## src/rtl/ep0_ctl_reg.sv

```systemverilog
module ep0_ctl_reg (
  input  logic       clk,
  input  logic       rst_n,
  input  logic       wr_en,
  input  logic [7:0] wr_data,
  input  logic       wr_lock,
  input  logic       int_en,
  input  logic       ev_rx_pkt,
  input  logic       ev_tx_done,
  input  logic       ev_stall_sent,
  input  logic       ev_xfer_end,
  output logic [7:0] rd_data,
  output logic       tx_ready,
  output logic       stall_req,
  output logic       data_end,
  output logic       irq,
  output logic       fifo_flush
);

  logic early_q, rx_q, stall_q, last_q, sent_q, tx_q;
  logic early_d, rx_d, stall_d, last_d, sent_d, tx_d;
  logic sw_wr, early_hit;

  assign sw_wr     = wr_en & ~wr_lock;
  assign early_hit = ev_xfer_end & ~last_q;

  assign early_d = early_hit     | (early_q & ~(sw_wr & wr_data[7]));
  assign rx_d    = ev_rx_pkt     | (rx_q    & ~(sw_wr & wr_data[6]));
  assign sent_d  = ev_stall_sent | (sent_q  & ~(sw_wr & ~wr_data[2]));
  assign stall_d = (sw_wr & wr_data[5]) | (stall_q & ~ev_stall_sent);
  assign last_d  = (sw_wr & wr_data[3]) | (last_q  & ~ev_xfer_end);
  assign tx_d    = (sw_wr & wr_data[1]) | (tx_q    & ~ev_tx_done);

  always_ff @(posedge clk or negedge rst_n) begin
    if (!rst_n) begin
      early_q    <= 1'b0;
      rx_q       <= 1'b0;
      stall_q    <= 1'b0;
      last_q     <= 1'b0;
      sent_q     <= 1'b0;
      tx_q       <= 1'b0;
      irq        <= 1'b0;
      fifo_flush <= 1'b0;
    end else begin
      early_q    <= early_d;
      rx_q       <= rx_d;
      stall_q    <= stall_d;
      last_q     <= last_d;
      sent_q     <= sent_d;
      tx_q       <= tx_d;
      irq        <= int_en & ((early_d & ~early_q) | (rx_d & ~rx_q));
      fifo_flush <= early_d & ~early_q;
    end
  end

  assign rd_data   = {2'b00, stall_q, early_q, last_q, sent_q, tx_q, rx_q};
  assign tx_ready  = tx_q;
  assign stall_req = stall_q;
  assign data_end  = last_q;

endmodule


```

## config.mk

```make
export PLATFORM = sky130hd
export DESIGN_NAME = ep0_ctl_reg
export DESIGN_NICKNAME = d
export VERILOG_FILES = /design/src/rtl/ep0_ctl_reg.sv
export SDC_FILE = /design/constraint.sdc
export NUM_CORES = 1
export LEC_CHECK = 0
export BUFFER_PORTS_ARGS = -buffer_cell sky130_fd_sc_hd__buf_2
export CAP_MARGIN = 40
export CORE_AREA = 2 2 39 41
export DETAILED_ROUTE_END_ITERATION = 8
export DIE_AREA = 0 0 41 43
export GPL_ROUTABILITY_DRIVEN = 0
export PLACE_DENSITY = 0.68
export SYNTH_ARGS = -nofsm -noshare
export SYNTH_HDL_FRONTEND = slang
export SYNTH_SLANG_ARGS = --single-unit
```

## constraint.sdc

```tcl
create_clock -name clk -period 2.03 [get_ports clk]
set_input_delay 0.3045 -clock clk [delete_from_list [all_inputs] [get_ports clk]]
set_output_delay 0.3045 -clock clk [all_outputs]
set_load 0.02 [all_outputs]
```

==> impl_metrics.json, run 1 <==
{
  "ys_seq_elements": 8,
  "cts_buffers": 3,
  "critPathSlowestCell": "sky130_fd_sc_hd__dfrtp_1",
  "detail_route.first_pass.iterations": 2,
  "detail_route.wl_per_cell_um": 9.58,
  "antenna_found_initial": 0,
  "cts_sinks": 8,
  "design.die.area_sq_mm": 0.00176,
  "effective_utilization_at_floorplan_pct": 27.8,
  "cts_tree": "done",
  "htree_levels": 1,
  "critical_path.max_fanout": 5,
  "final_antenna_violating_net_count": 0,
  "netlist_instances": 35,
  "startpoint_to_endpoint_class_of_the_critical_path": "register to primary output",
  "crit_arrival_ns": 0.85,
  "critical_path.n_buffers_inverters": 1,
  "path_cells": "buf_2",
  "critical_path.top_delay_family": "flip-flops",
  "setup_tns_ns": 0,
  "grt_pass1_vias": 243,
  "cts.repair_timing.setup_buffer_count": 0,
  "peak_supply_drop_mv": 0.260,
  "final_cell_count_no_fill": 73,
  "groute.usage.overall_pct": 8.60,
  "worst_ep_required_time_ns": 1.73,
  "via_per_inst": 3.99,
  "syn_to_final_growth_pct": 31.5,
  "startpoint_type": "register",
  "total_leakage_power_nw": 0.281,
  "rsz0062_at_grt": "no",
  "post-route-util_pct": 36.6,
  "place.port_buffers": 25,
  "synth_warnings": 0,
  "clkSlewWorstSetupHoldPaths_ns": 0.05,
  "grt_residual_overflow": 0,
  "worst_clock_skew_ns": 0.00325,
  "detail_route.wirelength_um": 699,
  "pin_count_of_the_biggest_net_entering_global_routing": 9,
  "max_clock_freq_ghz": 0.865,
  "final_max_slew_viol_count": 0,
  "dpl.cell_count": 69,
  "ioPinCount": 30,
  "post_synth_main_area_contributors": "sky130_fd_sc_hd__dfrtp_1, sky130_fd_sc_hd__buf_4, sky130_fd_sc_hd__a22o_1, sky130_fd_sc_hd__inv_1, sky130_fd_sc_hd__nor2b_4",
  "diodes": 0,
  "die_h_um": 43,
  "post_route_cells_drive_above_1_share_pct": 54.4,
  "place.detailed.hpwl_um": 574,
  "synth_largest_type_area_fraction_pct": 51.9,
  "slowest_delay_ns": 0.41,
  "share_of_synthesized_area_occupied_by_flip_flops_and_latches_pct": 51.9,
  "hold_path_class": "primary input to register",
  "critical_path.endpoint_type": "primary output",
  "drt_iter0_drc": 1,
  "drt_drc_violations_left": 0,
  "core-area_sq_mm": 0.00138,
  "period_minus_slack_ns": 1.16,
  "post_cts_sizing": 0,
  "ys_types": 15,
  "floorplan.die.width_um": 41,
  "clock_path_buffers": 2,
  "site_row_count": 14,
  "synth_area_leader_cell": "sky130_fd_sc_hd__dfrtp_1",
  "outcome": "complete, no violations",
  "layout_worst_path_cycle_share_pct": 56.9,
  "design.final.nets": 76,
  "clock_insertion_delay_worst_skew_ns": 0.25,
  "mappedNetlistArea_sq_um": 385,
  "report.final.hold_viol_count": 0,
  "number_of_hold_buffers_added_after_cts": 1,
  "clock-root-buffer": "sky130_fd_sc_hd__clkbuf_4",
  "setup_viol": 0,
  "drv_cap": 0,
  "vias": 291,
  "syn_avg_cell_area_sq_um": 11.0,
  "powerDensity_mw_per_mm2": 726,
  "grt_first_pass_wirelength_um": 938
}
area by class of cell:
type | count | area, sq um
fillers | 142 | 877
flip-flops and latches | 8 | 200
repair buffers | 26 | 135
multi-input cells | 16 | 114
clock buffers | 3 | 22.5
well taps | 16 | 20.0
inverters | 4 | 15.0
where the power goes:
| group | switching (mW) | internal, mW | total, mW |
|---|---|---|---|
| clock network | 0.0493 | 0.0673 | 0.117 |
| logic | 0.0424 | 0.0315 | 0.0738 |
| registers | 0.00747 | 0.170 | 0.178 |
| total | 0.0991 | 0.269 | 0.368 |
per-layer routing:
metal	track usage, %	share of wire [%]	vias up
met2	11.6	48	17
li1	-	-	148
met3	4.71	11	0
met1	9.90	41	126
met5	0	0	-
met4	6.00	0	0
cells in the mapped netlist:
| library cell | count |
|---|---|
| sky130_fd_sc_hd__nand3b_1 | 1 |
| sky130_fd_sc_hd__o21a_1 | 1 |
| sky130_fd_sc_hd__nor2_1 | 3 |
| sky130_fd_sc_hd__nor2b_1 | 1 |
| sky130_fd_sc_hd__nor2b_4 | 1 |
| sky130_fd_sc_hd__nor3b_2 | 1 |
| sky130_fd_sc_hd__inv_1 | 4 |
| sky130_fd_sc_hd__a22o_1 | 2 |
| sky130_fd_sc_hd__a21oi_1 | 1 |
| sky130_fd_sc_hd__o2bb2ai_1 | 1 |
| sky130_fd_sc_hd__dfrtp_1 | 8 |
| sky130_fd_sc_hd__a22o_2 | 1 |
| sky130_fd_sc_hd__buf_4 | 8 |
| sky130_fd_sc_hd__conb_1 | 1 |
| sky130_fd_sc_hd__a31oi_1 | 1 |
final timing paths:
check / slack (ns) / endpoint / cells past startpoint / from
max in group asynchronous: 1.44 / early_q$_DFF_PN0_ / 2 / rst_n
worst max-delay path: 0.87 / rd_data[3] / 1 / data_end$_DFF_PN0_
worst min register to register: 0.49 / fifo_flush$_DFF_PN0_ / 1 / early_q$_DFF_PN0_
worst max register to register: 1.19 / irq$_DFF_PN0_ / 2 / data_end$_DFF_PN0_
worst min-delay path: 0.25 / rx_q$_DFF_PN0_ / 2 / wr_data[6]
min in group asynchronous: 0.42 / rx_q$_DFF_PN0_ / 2 / rst_n
through the flow:
stage	area, sq um	hold slack, ns	total power [mW]	worst slack, ns
global route	507	0.251	0.393	0.827
finish	507	0.248	0.368	0.874
global placement	474	0.155	0.253	1.14
floorplan	389	0.00891	0.234	1.05
CTS	507	0.237	0.379	0.858
detailed placement	474	0.158	0.254	1.13
state kept, by name (all words and copies together) (netlist names):
name and flops:
data_end 1, sent_q 1, fifo_flush 1, early_q 1
rx_q 1, tx_ready 1, irq 1, stall_req 1
cells by family (layout without fill, tap and decap cells):
logic type             Yosys count  after routing  synth area share, %
DFF                              8              8                 51.9
other                            1              2                0.973
buffers and inverters           12             33                 19.5
AOI/OAI and AO/OA                7              7                 14.3
and+or+nand+nor                  7              7                 13.3
placed cells by master (no fill, tap or decap), drive strengths merged:
| cell type | Yosys | layout |
|---|---|---|
| nor3b | 1 | 1 |
| a31oi | 1 | 1 |
| a22o | 3 | 3 |
| nor2 | 3 | 3 |
| nor2b | 2 | 2 |
| inv | 4 | 4 |
| o21a | 1 | 1 |
| buf | 8 | 25 |
| a21oi | 1 | 1 |
| nand3b | 1 | 1 |
| conb | 1 | 2 |
| clkbuf | 0 | 3 |
| dlygate4sd3 | 0 | 1 |
| o2bb2ai | 1 | 1 |
| dfrtp | 8 | 8 |
(Power assumes the default switching activity.)
==> run 2, diff against run 1 <==
==> constraint.sdc (replaced) <==
create_clock -name clk -period 1.2 [get_ports clk]
set_input_delay 0.18 -clock clk [delete_from_list [all_inputs] [get_ports clk]]
set_output_delay 0.18 -clock clk [all_outputs]
set_load 0.02 [all_outputs]
==> run 2 against run 1 <==
  * Via count rose by 2.4%
  * Non-clock buffer count unchanged
  * Critical path depth unchanged
  * Combinational power rose by 69%
  * Worst setup slack lost 0.70 ns
  * Clock skew shrank 0.0027 ns
  * Critical endpoint unchanged
  * Largest power group unchanged
  * Highest routed layer unchanged
==> impl_metrics.json, run 2 (synthesis results as in run 1) <==
{
  "outcome": "complete, no violations",
  "worst_clock_skew_ns": 0.000506,
  "setup_viol": 0,
  "ioPinCount": 30,
  "pwr-share-seq_pct": 48.1,
  "peak_supply_drop_mv": 0.504,
  "number_of_hold_buffers_added_after_cts": 1,
  "report.final.hold_viol_count": 0,
  "detail_route.first_pass.iterations": 2,
  "site_row_count": 14,
  "clkSlewWorstSetupHoldPaths_ns": 0.05,
  "pwr-share-clk_pct": 31.9,
  "period_minus_slack_ns": 1.02,
  "grt_pass1_vias": 251,
  "drt_iter0_drc": 2,
  "critical_path.endpoint_type": "primary output",
  "swShare_pct": 27.1,
  "clock_insertion_delay_worst_skew_ns": 0.24,
  "drt_drc_violations_left": 0,
  "htree_levels": 1,
  "slowest_delay_ns": 0.41,
  "vias": 298,
  "design.final.nets": 76,
  "placement.setup.worst_slack_ns": 0.361,
  "hold_slack_ns": 0.126,
  "critPathSlowestCell": "sky130_fd_sc_hd__dfrtp_1",
  "drv_cap": 0,
  "core-area_sq_mm": 0.00138,
  "layout_worst_path_cycle_share_pct": 85.1,
  "path_cells": "buf_2",
  "critical_path.top_delay_family": "flip-flops",
  "critical_path.n_buffers_inverters": 1,
  "p_comb_share_pct": 20.0,
  "via_per_inst": 4.08,
  "cts_sinks": 8,
  "groute.usage.overall_pct": 8.71,
  "r2r_slack_ns": 0.37,
  "design.die.area_sq_mm": 0.00176,
  "grt_residual_overflow": 0,
  "final_cell_count_no_fill": 73,
  "fin_ws_ns": 0.178,
  "cts.repair_timing.setup_buffer_count": 0,
  "detail_route.wirelength_um": 677,
  "place.port_buffers": 25,
  "total_switching_power_mw": 0.169,
  "dpl.cell_count": 69,
  "clock_path_buffers": 2,
  "post_cts_sizing": 0,
  "antenna_found_initial": 0,
  "p_int_mw": 0.455,
  "clock-root-buffer": "sky130_fd_sc_hd__clkbuf_4",
  "fill_cells": 147,
  "final_max_slew_viol_count": 0,
  "mostFrequentLayoutCell": "sky130_fd_sc_hd__buf_2",
  "place.detailed.hpwl_um": 573,
  "grt_first_pass_wirelength_um": 959,
  "final_antenna_violating_net_count": 0,
  "rsz0062_at_grt": "no",
  "hold_path_class": "primary input to register",
  "die_h_um": 43,
  "powerDensity_mw_per_mm2": 1230,
  "detail_route.wl_per_cell_um": 9.27,
  "pin_count_of_the_biggest_net_entering_global_routing": 9,
  "post_route_cells_drive_above_1_share_pct": 54.4,
  "startpoint_to_endpoint_class_of_the_critical_path": "register to primary output",
  "post-route-util_pct": 36.6,
  "cts_tree": "done",
  "max_clock_freq_ghz": 0.979,
  "floorplan.die.width_um": 41,
  "critical_path.max_fanout": 5,
  "effective_utilization_at_floorplan_pct": 27.8,
  "syn_to_final_growth_pct": 31.5,
  "worst_ep_required_time_ns": 1.02,
  "cts_buffers": 3,
  "setup_tns_ns": 0,
  "combined_flip_flop_and_latch_cell_area_sq_um": 200,
  "crit_arrival_ns": 0.84,
  "layout.cells.most_common_list": "sky130_fd_sc_hd__buf_2, sky130_fd_sc_hd__dfrtp_1, sky130_fd_sc_hd__inv_1, sky130_fd_sc_hd__nor2_1, sky130_fd_sc_hd__clkbuf_4",
  "multiInputGateArea_sq_um": 114,
  "startpoint_type": "register",
  "diodes": 0,
  "total_leakage_power_nw": 0.281
}
[run 2: cell counts in the layout (fill, tap and decap cells not counted)]
No cell type changed its count.
[run 2: routing by layer]
layer | vias to the layer above | GRT usage [%] | share of wire (%)
met5 | - | 0 | 0
met4 | 0 | 6.00 | 0
met3 | 0 | 4.71 | 10
met2 | 17 | 11.9 | 49
met1 | 130 | 9.93 | 41
li1 | 151 | - | -
[run 2: power by group through the flow]
| stage | Combinational (mW) | Sequential [mW] | Clock (mW) |
|---|---|---|---|
| after floorplan | 0.0771 | 0.318 | 0 |
| after global placement | 0.123 | 0.305 | 0 |
| after detailed placement | 0.124 | 0.305 | 0 |
| after CTS | 0.127 | 0.301 | 0.215 |
| after global routing | 0.136 | 0.303 | 0.227 |
| final | 0.125 | 0.300 | 0.199 |
[run 2: final cells by class]
cell class	count	area share, %
Inverter	4	2.96
Sequential cell	8	39.5
Multi-Input combinational cell	16	22.5
Tap cell	16	3.95
Timing Repair Buffer	26	26.7
Clock buffer	3	4.44
[run 2: final timing paths]
kind	start	to	cells after the start
worst max-delay path	data_end$_DFF_PN0_	rd_data[3]	1
worst min-delay path	wr_data[6]	rx_q$_DFF_PN0_	2
worst max register to register	data_end$_DFF_PN0_	irq$_DFF_PN0_	2
worst min register to register	early_q$_DFF_PN0_	fifo_flush$_DFF_PN0_	1
max in group asynchronous	rst_n	data_end$_DFF_PN0_	2
min in group asynchronous	rst_n	rx_q$_DFF_PN0_	2
[run 2: per-stage QoR]
stage	total power, mW	cell area, sq um
6_report	0.624	507
5_1_grt	0.666	507
4_1_cts	0.642	507
3_5_place_dp	0.430	474
3_3_place_gp	0.428	474
2_1_floorplan	0.395	389
==> run 3, diff against run 2 <==
--- a/config.mk
+++ b/config.mk
@@ -5,6 +5,7 @@
 export SDC_FILE = /design/constraint.sdc
 export NUM_CORES = 1
 export LEC_CHECK = 0
+export ABC_CLOCK_PERIOD_IN_PS = 1060
 export BUFFER_PORTS_ARGS = -buffer_cell sky130_fd_sc_hd__buf_2
 export CAP_MARGIN = 40
 export CORE_AREA = 2 2 39 41
==> constraint.sdc (replaced) <==
create_clock -name clk -period 1.06 [get_ports clk]
set_input_delay 0.159 -clock clk [delete_from_list [all_inputs] [get_ports clk]]
set_output_delay 0.159 -clock clk [all_outputs]
set_load 0.02 [all_outputs]
==> run 3 against run 2 <==
  * Highest routed layer unchanged
  * Die area is the same
  * Largest cell class unchanged
  * Sequential share of layout area is the same
  * Worst setup slack lost 0.12 ns
  * Via count fell by 0.67%
  * Largest power group unchanged
  * Critical path type unchanged
  * Critical endpoint unchanged
  * Clock skew increased by 0.0053 ns
==> impl_metrics.json, run 3 (synthesis results as in run 1) <==
{
  "outcome": "complete, no violations",
  "rsz0062_at_grt": "no",
  "startpoint_to_endpoint_class_of_the_critical_path": "register to primary output",
  "design.final.nets": 76,
  "worst_ep_required_time_ns": 0.90,
  "syn_to_final_growth_pct": 31.5,
  "core-area_sq_mm": 0.00138,
  "powerDensity_mw_per_mm2": 1400,
  "drt_iter0_drc": 0,
  "critical_path.endpoint_type": "primary output",
  "grt_residual_overflow": 0,
  "place.port_buffers": 25,
  "detail_route.first_pass.iterations": 1,
  "post_route_cells_drive_above_1_share_pct": 54.4,
  "design.die.area_sq_mm": 0.00176,
  "vias": 296,
  "mostFrequentLayoutCell": "sky130_fd_sc_hd__buf_2",
  "peak_supply_drop_mv": 0.489,
  "site_row_count": 14,
  "detail_route.wirelength_um": 695,
  "total_leakage_power_nw": 0.281,
  "r2r_slack_ns": 0.23,
  "grt_pass1_vias": 261,
  "post_cts_sizing": 0,
  "startpoint_type": "register",
  "worst_clock_skew_ns": 0.00580,
  "effective_utilization_at_floorplan_pct": 27.8,
  "htree_levels": 1,
  "clkSlewWorstSetupHoldPaths_ns": 0.06,
  "setup_tns_ns": 0,
  "period_minus_slack_ns": 1.00,
  "antenna_found_initial": 0,
  "groute.layer.met3.usage_pct": 3.14,
  "clock_path_buffers": 2,
  "die_h_um": 43,
  "setup_viol": 0,
  "critical_path.n_buffers_inverters": 1,
  "hold_path_class": "primary input to register",
  "final_antenna_violating_net_count": 0,
  "critPathSlowestCell": "sky130_fd_sc_hd__dfrtp_1",
  "grt_first_pass_wirelength_um": 1000,
  "cts_sinks": 8,
  "pin_count_of_the_biggest_net_entering_global_routing": 9,
  "final_max_slew_viol_count": 0,
  "detail_route.wl_per_cell_um": 9.52,
  "final_cell_count_no_fill": 73,
  "drv_cap": 0,
  "cts_buffers": 3,
  "clock-root-buffer": "sky130_fd_sc_hd__clkbuf_4",
  "path_cells": "buf_2",
  "ioPinCount": 30,
  "via_per_inst": 4.05,
  "dpl.cell_count": 69,
  "place.detailed.hpwl_um": 585,
  "grtUsageMet2_pct": 12.2,
  "crit_arrival_ns": 0.84,
  "clock_insertion_delay_worst_skew_ns": 0.25,
  "global_route.usage.met1_pct": 11.2,
  "diodes": 0,
  "slowest_delay_ns": 0.41,
  "groute.usage.overall_pct": 8.91,
  "layout_worst_path_cycle_share_pct": 94.4,
  "max_clock_freq_ghz": 1.00,
  "floorplan.die.width_um": 41,
  "layout.cells.most_common_list": "sky130_fd_sc_hd__buf_2, sky130_fd_sc_hd__dfrtp_1, sky130_fd_sc_hd__inv_1, sky130_fd_sc_hd__nor2_1, sky130_fd_sc_hd__clkbuf_4",
  "critical_path.top_delay_family": "flip-flops",
  "drt_drc_violations_left": 0,
  "critical_path.max_fanout": 5,
  "cts_tree": "done",
  "report.final.hold_viol_count": 0,
  "grt-busiest-layer": "met2"
}
run 3: cell counts in the layout (fill, tap and decap cells not counted):
Identical to the previous run, type by type.
run 3: cell type report:
class                           instances  area (sq um)
Multi-Input combinational cell         16           114
Fill cell                             156           877
Timing Repair Buffer                   26           135
Clock buffer                            3          22.5
Inverter                                4          15.0
Tap cell                               16          20.0
Sequential cell                         8           200
run 3: routing by layer:
| metal | share of wire [%] | up-vias |
|---|---|---|
| met3 | 11 | 0 |
| met2 | 48 | 17 |
| met5 | 0 | - |
| li1 | - | 151 |
| met1 | 41 | 128 |
| met4 | 0 | 0 |
run 3: report_power, final:
group          total [mW]  internal [mW]  leakage [nW]  switching (mW)
clock network       0.227          0.129        0.0138          0.0976
logic               0.142         0.0603         0.172          0.0813
registers           0.339          0.326        0.0953          0.0137
run 3: worst reg2reg max path, delay by kind of cell (launching register included):
family | cells | cell delay [ns]
flops | 1 | 0.42
simple gates | 1 | 0.22
compound gates | 1 | 0.14
run 3: path summary, 6_finish.rpt:
path	from	endpoint	depth (start not counted)
setup / recovery	data_end$_DFF_PN0_	rd_data[3]	1
hold / removal	wr_data[6]	rx_q$_DFF_PN0_	2
setup reg to reg	data_end$_DFF_PN0_	irq$_DFF_PN0_	2
hold reg to reg	early_q$_DFF_PN0_	fifo_flush$_DFF_PN0_	1
max in group asynchronous	rst_n	data_end$_DFF_PN0_	2
min in group asynchronous	rst_n	rx_q$_DFF_PN0_	2
run 3: per-stage QoR:
| stage | total power, mW | worst slack, ns | cell area, sq um | hold WS, ns | utilization [%] |
|---|---|---|---|---|---|
| after detailed placement | 0.487 | 0.226 | 474 | 0.0139 | 34.3 |
| after floorplan | 0.448 | 0.182 | 389 | -0.137 | - |
| after CTS | 0.726 | 0.0385 | 507 | 0.0904 | 36.6 |
| final | 0.708 | 0.0596 | 507 | 0.0992 | 36.6 |
| after global placement | 0.484 | 0.234 | 474 | 0.00944 | 34.3 |
| after global routing | 0.747 | 0.00631 | 507 | 0.111 | 36.6 |
run 3: timing repair:
item,4_1_cts,5_1_grt
hold buffers,1,0
buffers inserted,0,0
hold endpoints to repair,8,0
